## src/rtl/i2c_tgt_pkg.sv

```systemverilog
package i2c_tgt_pkg;

  typedef struct packed {
    logic sclRise;
    logic sclFall;
    logic startDet;
    logic stopDet;
    logic sdaLvl;
  } busEv_t;

  typedef struct packed {
    logic shiftIn;
    logic captureRx;
    logic loadTx;
    logic shiftTx;
  } dpCmd_t;

  typedef enum logic [3:0] {
    S_IDLE, S_ADDR, S_ADDR_DONE, S_ACK_OUT, S_RX, S_RX_DONE,
    S_TX, S_TX_DONE, S_TX_MACK, S_WAIT
  } tgtState_t;

endpackage

```

## src/rtl/i2c_tgt_datapath.sv

```systemverilog
module i2c_tgt_datapath
  import i2c_tgt_pkg::*;
#(
  parameter int ADDR_W = 7,
  parameter int DATA_W = 8
) (
  input  logic              clk,
  input  logic              rstN,
  input  logic              sclIn,
  input  logic              sdaIn,
  input  logic [ADDR_W-1:0] ownAddr,
  input  logic [DATA_W-1:0] txData,
  input  logic              txWrite,
  input  dpCmd_t            cmd,
  output busEv_t            ev,
  output logic              addrMatch,
  output logic              txBit,
  output logic [DATA_W-1:0] rxData
);

  localparam int SYNC_W = 3;

  logic [SYNC_W-1:0] sclPipe, sdaPipe;
  logic [DATA_W-1:0] shiftReg, txBuf;
  logic sclNow, sclOld, sdaNow, sdaOld;

  always_ff @(posedge clk or negedge rstN) begin
    if (!rstN) begin
      sclPipe <= '1;
      sdaPipe <= '1;
    end else begin
      sclPipe <= {sclPipe[SYNC_W-2:0], sclIn};
      sdaPipe <= {sdaPipe[SYNC_W-2:0], sdaIn};
    end
  end

  assign sclNow = sclPipe[SYNC_W-2];
  assign sclOld = sclPipe[SYNC_W-1];
  assign sdaNow = sdaPipe[SYNC_W-2];
  assign sdaOld = sdaPipe[SYNC_W-1];

  assign ev.sclRise  = sclNow & ~sclOld;
  assign ev.sclFall  = ~sclNow & sclOld;
  assign ev.startDet = sclNow & sclOld & sdaOld & ~sdaNow;
  assign ev.stopDet  = sclNow & sclOld & ~sdaOld & sdaNow;
  assign ev.sdaLvl   = sdaNow;

  assign addrMatch = (shiftReg[ADDR_W-1:0] == ownAddr);
  assign txBit     = shiftReg[DATA_W-1];

  always_ff @(posedge clk or negedge rstN) begin
    if (!rstN) begin
      shiftReg <= '0;
      txBuf    <= '0;
      rxData   <= '0;
    end else begin
      if (txWrite) txBuf <= txData;
      if (cmd.loadTx)       shiftReg <= txBuf;
      else if (cmd.shiftTx) shiftReg <= {shiftReg[DATA_W-2:0], 1'b1};
      else if (cmd.shiftIn) shiftReg <= {shiftReg[DATA_W-2:0], sdaNow};
      if (cmd.captureRx) rxData <= {shiftReg[DATA_W-2:0], sdaNow};
    end
  end

  p_txbuf_replace_r10: assert property (@(posedge clk) disable iff (!rstN)
    txWrite |=> (txBuf == $past(txData)));

  p_load_shifter_r9: assert property (@(posedge clk) disable iff (!rstN)
    (cmd.loadTx && !txWrite) |=> (shiftReg == $past(txBuf)));

endmodule

```

## src/rtl/i2c_tgt_ctrl.sv

```systemverilog
module i2c_tgt_ctrl
  import i2c_tgt_pkg::*;
#(
  parameter int DATA_W = 8
) (
  input  logic   clk,
  input  logic   rstN,
  input  logic   enable,
  input  logic   commEnable,
  input  logic   asyncDetEn,
  input  logic   asyncClr,
  input  logic   txWrite,
  input  busEv_t ev,
  input  logic   addrMatch,
  output dpCmd_t cmd,
  output logic   ackDrive,
  output logic   txDrive,
  output logic   rxValid,
  output logic   busy,
  output logic   selected,
  output logic   dirRead,
  output logic   txEmpty,
  output logic   asyncDet
);

  localparam int CNT_W = $clog2(DATA_W);
  localparam logic [CNT_W-1:0] LAST = CNT_W'(DATA_W - 1);

  tgtState_t state;
  logic [CNT_W-1:0] bitCnt;
  logic enLatched;

  always_comb begin
    cmd.shiftIn   = ev.sclRise && (state == S_ADDR || state == S_RX);
    cmd.captureRx = ev.sclRise && state == S_RX && bitCnt == LAST;
    cmd.loadTx    = ev.sclFall && state == S_ACK_OUT && dirRead;
    cmd.shiftTx   = ev.sclFall && state == S_TX;
  end

  always_ff @(posedge clk or negedge rstN) begin
    if (!rstN) begin
      state     <= S_IDLE;
      bitCnt    <= '0;
      enLatched <= 1'b0;
      ackDrive  <= 1'b0;
      txDrive   <= 1'b0;
      rxValid   <= 1'b0;
      busy      <= 1'b0;
      selected  <= 1'b0;
      dirRead   <= 1'b0;
      txEmpty   <= 1'b0;
      asyncDet  <= 1'b0;
    end else begin
      rxValid <= 1'b0;
      if (!busy) enLatched <= enable;
      if (asyncClr) asyncDet <= 1'b0;
      if (txWrite) txEmpty <= 1'b0;
      if (ev.stopDet && busy) begin
        state    <= S_IDLE;
        busy     <= 1'b0;
        selected <= 1'b0;
        ackDrive <= 1'b0;
        txDrive  <= 1'b0;
        txEmpty  <= 1'b0;
      end else if (ev.startDet && (enLatched || busy)) begin
        state    <= S_ADDR;
        bitCnt   <= '0;
        busy     <= 1'b1;
        selected <= 1'b0;
        ackDrive <= 1'b0;
        txDrive  <= 1'b0;
        txEmpty  <= 1'b0;
      end else begin
        unique case (state)
          S_ADDR: if (ev.sclRise) begin
            bitCnt <= bitCnt + 1'b1;
            if (bitCnt == LAST) begin
              if (addrMatch && asyncDetEn) begin
                asyncDet <= 1'b1;
                state    <= S_WAIT;
              end else if (addrMatch && commEnable) begin
                selected <= 1'b1;
                dirRead  <= ev.sdaLvl;
                if (ev.sdaLvl) txEmpty <= 1'b1;
                state    <= S_ADDR_DONE;
              end else begin
                state <= S_WAIT;
              end
            end
          end
          S_ADDR_DONE, S_RX_DONE: if (ev.sclFall) begin
            ackDrive <= 1'b1;
            state    <= S_ACK_OUT;
          end
          S_ACK_OUT: if (ev.sclFall) begin
            ackDrive <= 1'b0;
            bitCnt   <= '0;
            if (dirRead) begin
              txDrive <= 1'b1;
              txEmpty <= 1'b1;
              state   <= S_TX;
            end else begin
              state <= S_RX;
            end
          end
          S_RX: if (ev.sclRise) begin
            bitCnt <= bitCnt + 1'b1;
            if (bitCnt == LAST) begin
              rxValid <= 1'b1;
              state   <= S_RX_DONE;
            end
          end
          S_TX: if (ev.sclRise) begin
            bitCnt <= bitCnt + 1'b1;
            if (bitCnt == LAST) state <= S_TX_DONE;
          end
          S_TX_DONE: if (ev.sclFall) begin
            txDrive <= 1'b0;
            state   <= S_TX_MACK;
          end
          S_TX_MACK: if (ev.sclRise) begin
            state <= ev.sdaLvl ? S_WAIT : S_ACK_OUT;
          end
          default: ;
        endcase
      end
    end
  end

  p_busy_from_start_r4: assert property (@(posedge clk) disable iff (!rstN)
    $rose(busy) |-> $past(ev.startDet));

  p_stop_clears_r5: assert property (@(posedge clk) disable iff (!rstN)
    (ev.stopDet && busy) |=> (!busy && !selected));

  p_sel_within_busy_r5: assert property (@(posedge clk) disable iff (!rstN)
    selected |-> busy);

  p_async_refuses_r7: assert property (@(posedge clk) disable iff (!rstN)
    $rose(asyncDet) |-> (!selected && !ackDrive));

  p_rx_only_writes_r8: assert property (@(posedge clk) disable iff (!rstN)
    rxValid |-> !dirRead);

endmodule

```

## src/rtl/i2c_tgt.sv

```systemverilog
module i2c_tgt
  import i2c_tgt_pkg::*;
#(
  parameter int ADDR_W = 7,
  parameter int DATA_W = 8
) (
  input  logic              clk,
  input  logic              rstN,
  input  logic              enable,
  input  logic              commEnable,
  input  logic              asyncDetEn,
  input  logic              asyncClr,
  input  logic [ADDR_W-1:0] ownAddr,
  input  logic [DATA_W-1:0] txData,
  input  logic              txWrite,
  input  logic              sclIn,
  input  logic              sdaIn,
  output logic              sdaOe,
  output logic [DATA_W-1:0] rxData,
  output logic              rxValid,
  output logic              busy,
  output logic              selected,
  output logic              dirRead,
  output logic              txEmpty,
  output logic              asyncDet,
  output logic              busIrq
);

  busEv_t ev;
  dpCmd_t cmd;
  logic addrMatch, txBit, ackDrive, txDrive;

  i2c_tgt_datapath #(.ADDR_W(ADDR_W), .DATA_W(DATA_W)) u_dp (
    .clk(clk), .rstN(rstN), .sclIn(sclIn), .sdaIn(sdaIn),
    .ownAddr(ownAddr), .txData(txData), .txWrite(txWrite), .cmd(cmd),
    .ev(ev), .addrMatch(addrMatch), .txBit(txBit), .rxData(rxData)
  );

  i2c_tgt_ctrl #(.DATA_W(DATA_W)) u_ctrl (
    .clk(clk), .rstN(rstN), .enable(enable), .commEnable(commEnable),
    .asyncDetEn(asyncDetEn), .asyncClr(asyncClr), .txWrite(txWrite),
    .ev(ev), .addrMatch(addrMatch), .cmd(cmd), .ackDrive(ackDrive),
    .txDrive(txDrive), .rxValid(rxValid), .busy(busy),
    .selected(selected), .dirRead(dirRead), .txEmpty(txEmpty),
    .asyncDet(asyncDet)
  );

  assign sdaOe  = ackDrive | (txDrive & ~txBit);
  assign busIrq = asyncDet;

  p_released_when_idle_r12: assert property (@(posedge clk) disable iff (!rstN)
    !busy |-> !sdaOe);

endmodule

```

## config.mk

```make
export PLATFORM = sky130hd
export DESIGN_NAME = i2c_tgt
export DESIGN_NICKNAME = d
export VERILOG_FILES = /design/src/rtl/i2c_tgt_pkg.sv /design/src/rtl/i2c_tgt_datapath.sv /design/src/rtl/i2c_tgt_ctrl.sv /design/src/rtl/i2c_tgt.sv
export SDC_FILE = /design/constraint.sdc
export NUM_CORES = 1
export LEC_CHECK = 0
export BUFFER_PORTS_ARGS = -buffer_cell sky130_fd_sc_hd__buf_2
export CAP_MARGIN = 20
export CORE_MARGIN = 1.5
export CORE_UTILIZATION = 40
export CTS_BUF_LIST = sky130_fd_sc_hd__clkbuf_2 sky130_fd_sc_hd__clkbuf_4 sky130_fd_sc_hd__clkbuf_8
export DETAILED_ROUTE_END_ITERATION = 10
export GPL_ROUTABILITY_DRIVEN = 1
export PLACE_DENSITY = 0.69
export SLEW_MARGIN = 0
export SYNTH_ARGS = -nofsm -noshare
export SYNTH_HDL_FRONTEND = slang
export SYNTH_SLANG_ARGS = --single-unit
```

## constraint.sdc

```tcl
create_clock -name clk -period 2 [get_ports clk]
set_input_delay 0.2 -clock clk [delete_from_list [all_inputs] [get_ports clk]]
set_output_delay 0.2 -clock clk [all_outputs]
set_load 0.02 [all_outputs]
```

Word-level counts from Yosys, hierarchy flattened
Cells that the tools add are included.
{"block": "totals", "register_bits": 46, "latchBits": 0, "ram_bits": 0, "romBits": 0, "out_inout_bits": 16, "mem_count": 0}
{"block": "classes", "addsub": 1, "mul": 0, "n_div": 0, "order_cmp": 0, "n_eq_ne": 24, "n_shift": 0, "mux": 66, "bitwise_logic": 17, "n_reduce_logical": 30}
{"operator": "4-bit two-way mux", "n": 15}
{"operator": "1-bit two-way mux", "n": 39}
{"operator": "4-bit case mux with 7 select lines", "n": 1}
{"operator": "8-bit two-way mux", "n": 3}
{"operator": "4-bit by 3-bit != test with 1-bit output (second input constant)", "n": 5}
{"operator": "3-bit nonzero test", "n": 6}
{"operator": "4-bit by 3-bit == test with 1-bit output (second input constant)", "n": 4}
{"operator": "4-bit by 1-bit != test with 1-bit output (second input constant)", "n": 3}
{"operator": "4-bit != test (second input constant)", "n": 3}
{"operator": "11-bit AND reduction", "n": 1}
{"operator": "1-bit logical AND", "n": 10}
{"operator": "3-bit two-way mux", "n": 3}
{"operator": "9-bit nonzero test", "n": 1}
{"operator": "1-bit AND", "n": 8}
{"operator": "4-bit by 2-bit == test with 1-bit output (second input constant)", "n": 2}
{"operator": "1-bit NOT", "n": 8}
{"operator": "4-bit AND reduction", "n": 2}
{"operator": "4-bit nonzero test", "n": 2}
{"operator": "7-bit == test", "n": 1}
{"operator": "7-bit AND reduction", "n": 1}
{"operator": "3-bit by 1-bit != test with 1-bit output (second input constant)", "n": 2}
{"operator": "1-bit case mux with 2 select lines", "n": 3}
{"operator": "3-bit case mux with 2 select lines", "n": 1}
{"operator": "5-bit AND reduction", "n": 1}
{"operator": "12 further kinds", "n": 13}

Depth between registers and ports, before layout
{"block": "depth", "word_depth": 9, "ltp_mapped": 8, "mapped_depth_nobuf": 7}

By module
Synthesis repeated with hierarchy kept, for this count alone.
{"block": "unflattened", "cells_unflattened": 207, "area_unflattened_um2": 2326.0}
{"mod": "i2c_tgt_datapath", "n_inst": 1, "cells_per_inst": 90, "area_per_inst_um2": 1231.2, "seq_area_each_um2": 758.2}
{"mod": "i2c_tgt_ctrl", "n_inst": 1, "cells_per_inst": 114, "area_per_inst_um2": 1076.0, "seq_area_each_um2": 400.4}
{"mod": "i2c_tgt", "n_inst": 1, "cells_per_inst": 3, "area_per_inst_um2": 18.8, "seq_area_each_um2": 0.0}

Worst setup path after synthesis
OpenSTA, ideal clock, no wires.
{"block": "synth_path", "path_type": "register -> register", "from": "reg u_ctrl.state[3]", "to": "reg u_ctrl.state[0]", "setup_time_ns": 0.125, "arrival_ns": 1.648, "t_required_ns": 1.875, "setup_slack_ns": 0.227, "path_stages_with_launch": 7, "path_buffers": 1, "synth_period_minus_slack_ns": 1.773, "path_cell_list": "dfrtp_1 -> buf_2 -> nor4b_2 -> a211oi_1 -> o22a_2 -> nor2_1 -> mux2_4"}
{"block": "synth_via", "elab_chain_cells": 5, "elab_cells_between_ends": 24}
{"item": "start: declaration", "line_no": "i2c_tgt_ctrl.sv:29", "source": "tgtState_t state;"}
{"item": "start signal: assignment", "line_no": "i2c_tgt_ctrl.sv:122", "source": "state <= ev.sdaLvl ? S_WAIT : S_ACK_OUT;"}
{"item": "4-bit by 2-bit == test with 1-bit output / 4-bit by 3-bit == test with 1-bit output (equally long branches)", "line_no": "i2c_tgt_ctrl.sv:74", "source": "unique case (state)"}
{"item": "2-bit OR reduction", "line_no": "i2c_tgt_ctrl.sv:74"}
{"item": "4-bit case mux with 7 select lines", "line_no": "i2c_tgt_ctrl.sv:74"}
{"item": "4-bit two-way mux", "line_no": "i2c_tgt_ctrl.sv:65", "source": "end else if (ev.startDet && (enLatched || busy)) begin"}
{"item": "4-bit two-way mux", "line_no": "i2c_tgt_ctrl.sv:58", "source": "if (ev.stopDet && busy) begin"}
Parallel ways exist; a longest one is shown, timed or not.
A chain may end at the register's enable or synchronous reset.

Worst setup path after layout
{"block": "layout_path", "from": "reg u_ctrl.state[1]", "to": "reg u_ctrl.state[0]"}
Same word-level chain as after synthesis.

==> results.json <==
{
  "status": "finished clean",
  "vdd_ir_drop_max_mv": 0.625,
  "grt_use_total": 0.166,
  "rows": 27,
  "synth_edf_count": 0,
  "place_ws_ns": 0.0778,
  "hpwlAfterDp_um": 3600,
  "cts_made_buffers": 5,
  "io_buffers": 39,
  "post-route-period-util": 0.960,
  "syn_inst": 207,
  "grt_pass1_wl_um": 8060,
  "drv_slew": 0,
  "synth_cell_type_count": 50,
  "p_leak_uw": 0.00126,
  "drc": 0,
  "wl_per_cell_um": 14.6,
  "endpoint_kind": "flip-flop",
  "synth_area_per_cell_um2": 11.4,
  "synth_top_cell_area_share": 0.426,
  "dr.first_iter.drc_count": 87,
  "drive_gt1_frac": 0.408,
  "coreArea_um2": 5570,
  "dpl_cell_area_um2": 2700,
  "synth_area_leaders": "dfrtp_1 (43%), mux2_2 (8.1%), dfstp_2 (6.7%)",
  "antenna_found_initial": 0,
  "post_cts_buffers": 0,
  "startpoint_type": "flip-flop",
  "fin_cells": 334,
  "powerDensity_nw_per_um2": 1040,
  "cts_tree": "yes",
  "worst_slack_ns": 0.0802,
  "path_max_fanout": 13,
  "tightest_slew_ns": 0.517,
  "diodes": 0,
  "grt_pass1_vias": 1711,
  "grt_max_degree": 25,
  "fin_util": 0.507,
  "ys_seq_area_frac": 0.493,
  "wl_um": 4880,
  "syn_nets": 233,
  "die_area_um2": 6340,
  "relSlewSlack": 0.655,
  "yosys.area.top_type": "dfrtp_1",
  "gp_congestion": 0.876,
  "async_flop_share": 1.00,
  "cap_violations": 0,
  "dpl.cell_count": 323,
  "clock_path_buffers": 2,
  "start_util": 0.422,
  "cp.arrival_ns": 2.10,
  "ios": 40,
  "clock-sinks": 46,
  "yosysWarnings": 0,
  "syn_area_um2": 2350,
  "ys_ff_latch": 46,
  "hold_viol_final": 0,
  "htree_levels": 2,
  "cp_data_required_time_ns": 2.18,
  "syn_to_final_growth_pct": 20.2,
  "worstSetupPathType": "flip-flop to flip-flop",
  "fmax_mhz": 521,
  "rsz0062_at_grt": "false",
  "synthFlopType": "dfrtp_1",
  "dieHeight_um": 79.6,
  "fin_crit_ns": 1.92,
  "num_vias": 1710,
  "cts-root-buf": "clkbuf_8",
  "nets": 287,
  "final_cell_area_um2": 2820,
  "fp.dieW_um": 79.6,
  "hold_class": "input pin to flip-flop",
  "setup_violations": 0,
  "viasPerCell": 5.12,
  "clkSlewWorstSetupHoldPaths_ns": 0.08,
  "fin_skew_ns": 0.00822,
  "antenna_left": 0,
  "fin_tns_setup_ns": 0,
  "first_pass_iters": 4,
  "worstSkewPairLatency_ns": 0.30,
  "grt-ovfl-total": 0
}
## where the power goes
group / internal, uW / total (uW) / leakage, uW / switching, uW
combinational: 513 / 987 / 0.000639 / 474
sequential: 1110 / 1380 / 0.000575 / 269
clock: 246 / 570 / 0.0000483 / 323
## kinds of logic (layout without fill, tap and decap cells)
group,after synthesis,count (layout),share of synthesized area
AND/OR/NAND/NOR,64,64,0.165
flip-flops,46,46,0.493
AO/OA/AOI/OAI,43,43,0.135
multiplexers,27,27,0.127
buffers and inverters,17,72,0.0399
XOR/XNOR,8,8,0.0298
adder cells (fa/ha/maj),2,2,0.0106
## critical path: stages, from the launching register on
cell	delay [ns]
dfrtp_1	0.57
nor4b_4	0.41
a211oi_1	0.09
o22a_2	0.29
nor2_1	0.13
mux2_4	0.31
## synthesized netlist by cell type (2+ instances only)
cell type,instances
dfrtp_1,40
nor2_1,19
mux2_2,17
nand2_1,10
a21oi_2,8
mux2i_1,8
xnor2_1,8
a21oi_1,7
dfstp_2,6
inv_1,6
buf_2,5
nor3_1,5
o21ai_0,5
nand3_1,4
nor2b_1,4
clkbuf_1,3
nand2b_1,3
nand3b_1,3
a211oi_1,2
a21o_1,2
a22o_1,2
a31oi_1,2
buf_4,2
ha_1,2
nor2_2,2
nor3b_1,2
nor4_2,2
nor4b_2,2
o21a_1,2
o21ai_1,2
o21bai_1,2
o22a_1,2
## flip-flops by register name, summed over array words and instances (netlist names), 3 cells and up
name           flops
u_dp.sdaPipe       3
u_ctrl.bitCnt      3
u_dp.sclPipe       3
u_ctrl.state       4
u_dp.shiftReg      8
u_dp.txBuf         8
u_dp.rxData        8
## path summary, 6_finish.rpt
| path | from | to | slack, ns | depth (start not counted) |
|---|---|---|---|---|
| worst min register to register | u_dp.sdaPipe[0] | u_dp.sdaPipe[1] | 0.36 | 0 |
| worst min-delay path | asyncClr | u_ctrl.asyncDet | 0.07 | 2 |
| worst max-delay path | u_ctrl.state[1] | u_ctrl.state[0] | 0.08 | 5 |
| worst max register to register | u_ctrl.state[1] | u_ctrl.state[0] | 0.08 | 5 |
| min in group asynchronous | rstN | u_dp.rxData[4] | 0.28 | 2 |
| max in group asynchronous | rstN | u_dp.sdaPipe[0] | 1.09 | 3 |
## per-layer routing
metal | GRT usage | part of all wire
met1 | 0.214 | 0.47
met3 | 0.0366 | 0.035
met2 | 0.274 | 0.48
met5 | 0 | 0
met4 | 0.0579 | 0.015
## through the flow
stage               total power (uW)  hold WS [ns]
floorplan                       2050       -0.0956
global placement                2320        0.0765
detailed placement              2350        0.0759
CTS                             2930        0.0666
global route                    3120        0.0820
finish                          2930        0.0730
## cell type report
class                           count  area (um^2)
Clock buffer                        5         68.8
Clock inverter                      3         18.8
Fill cell                         521         2750
Inverter                            6         22.5
Multi-Input combinational cell    144         1110
Sequential cell                    46         1160
Tap cell                           72         90.1
Timing Repair Buffer               58          358
## cell usage in the layout, fill, tap and decap left out, types with 3 or more instances in the layout
cell / netlist / routed
dlygate4sd3_1: 0 / 3
xnor2_1: 8 / 8
nor3_1: 5 / 5
mux2i_1: 8 / 8
buf_4: 2 / 15
nand3_1: 4 / 4
buf_2: 5 / 39
inv_1: 6 / 6
nor2b_1: 4 / 4
dfrtp_1: 40 / 39
clkbuf_8: 0 / 5
nor2_1: 19 / 19
o21ai_0: 5 / 5
a21oi_2: 8 / 8
dfstp_2: 6 / 6
nand2b_1: 3 / 3
nand2_1: 10 / 10
nand3b_1: 3 / 3
mux2_2: 17 / 17
a21oi_1: 7 / 7
## timing repair
action,CTS,global route
endpoints found under the hold margin,10,0
gates resized for setup,0,2
hold buffers,3,0
endpoints found under the setup margin,0,1
No activity file was read; power rests on OpenSTA's default activity.
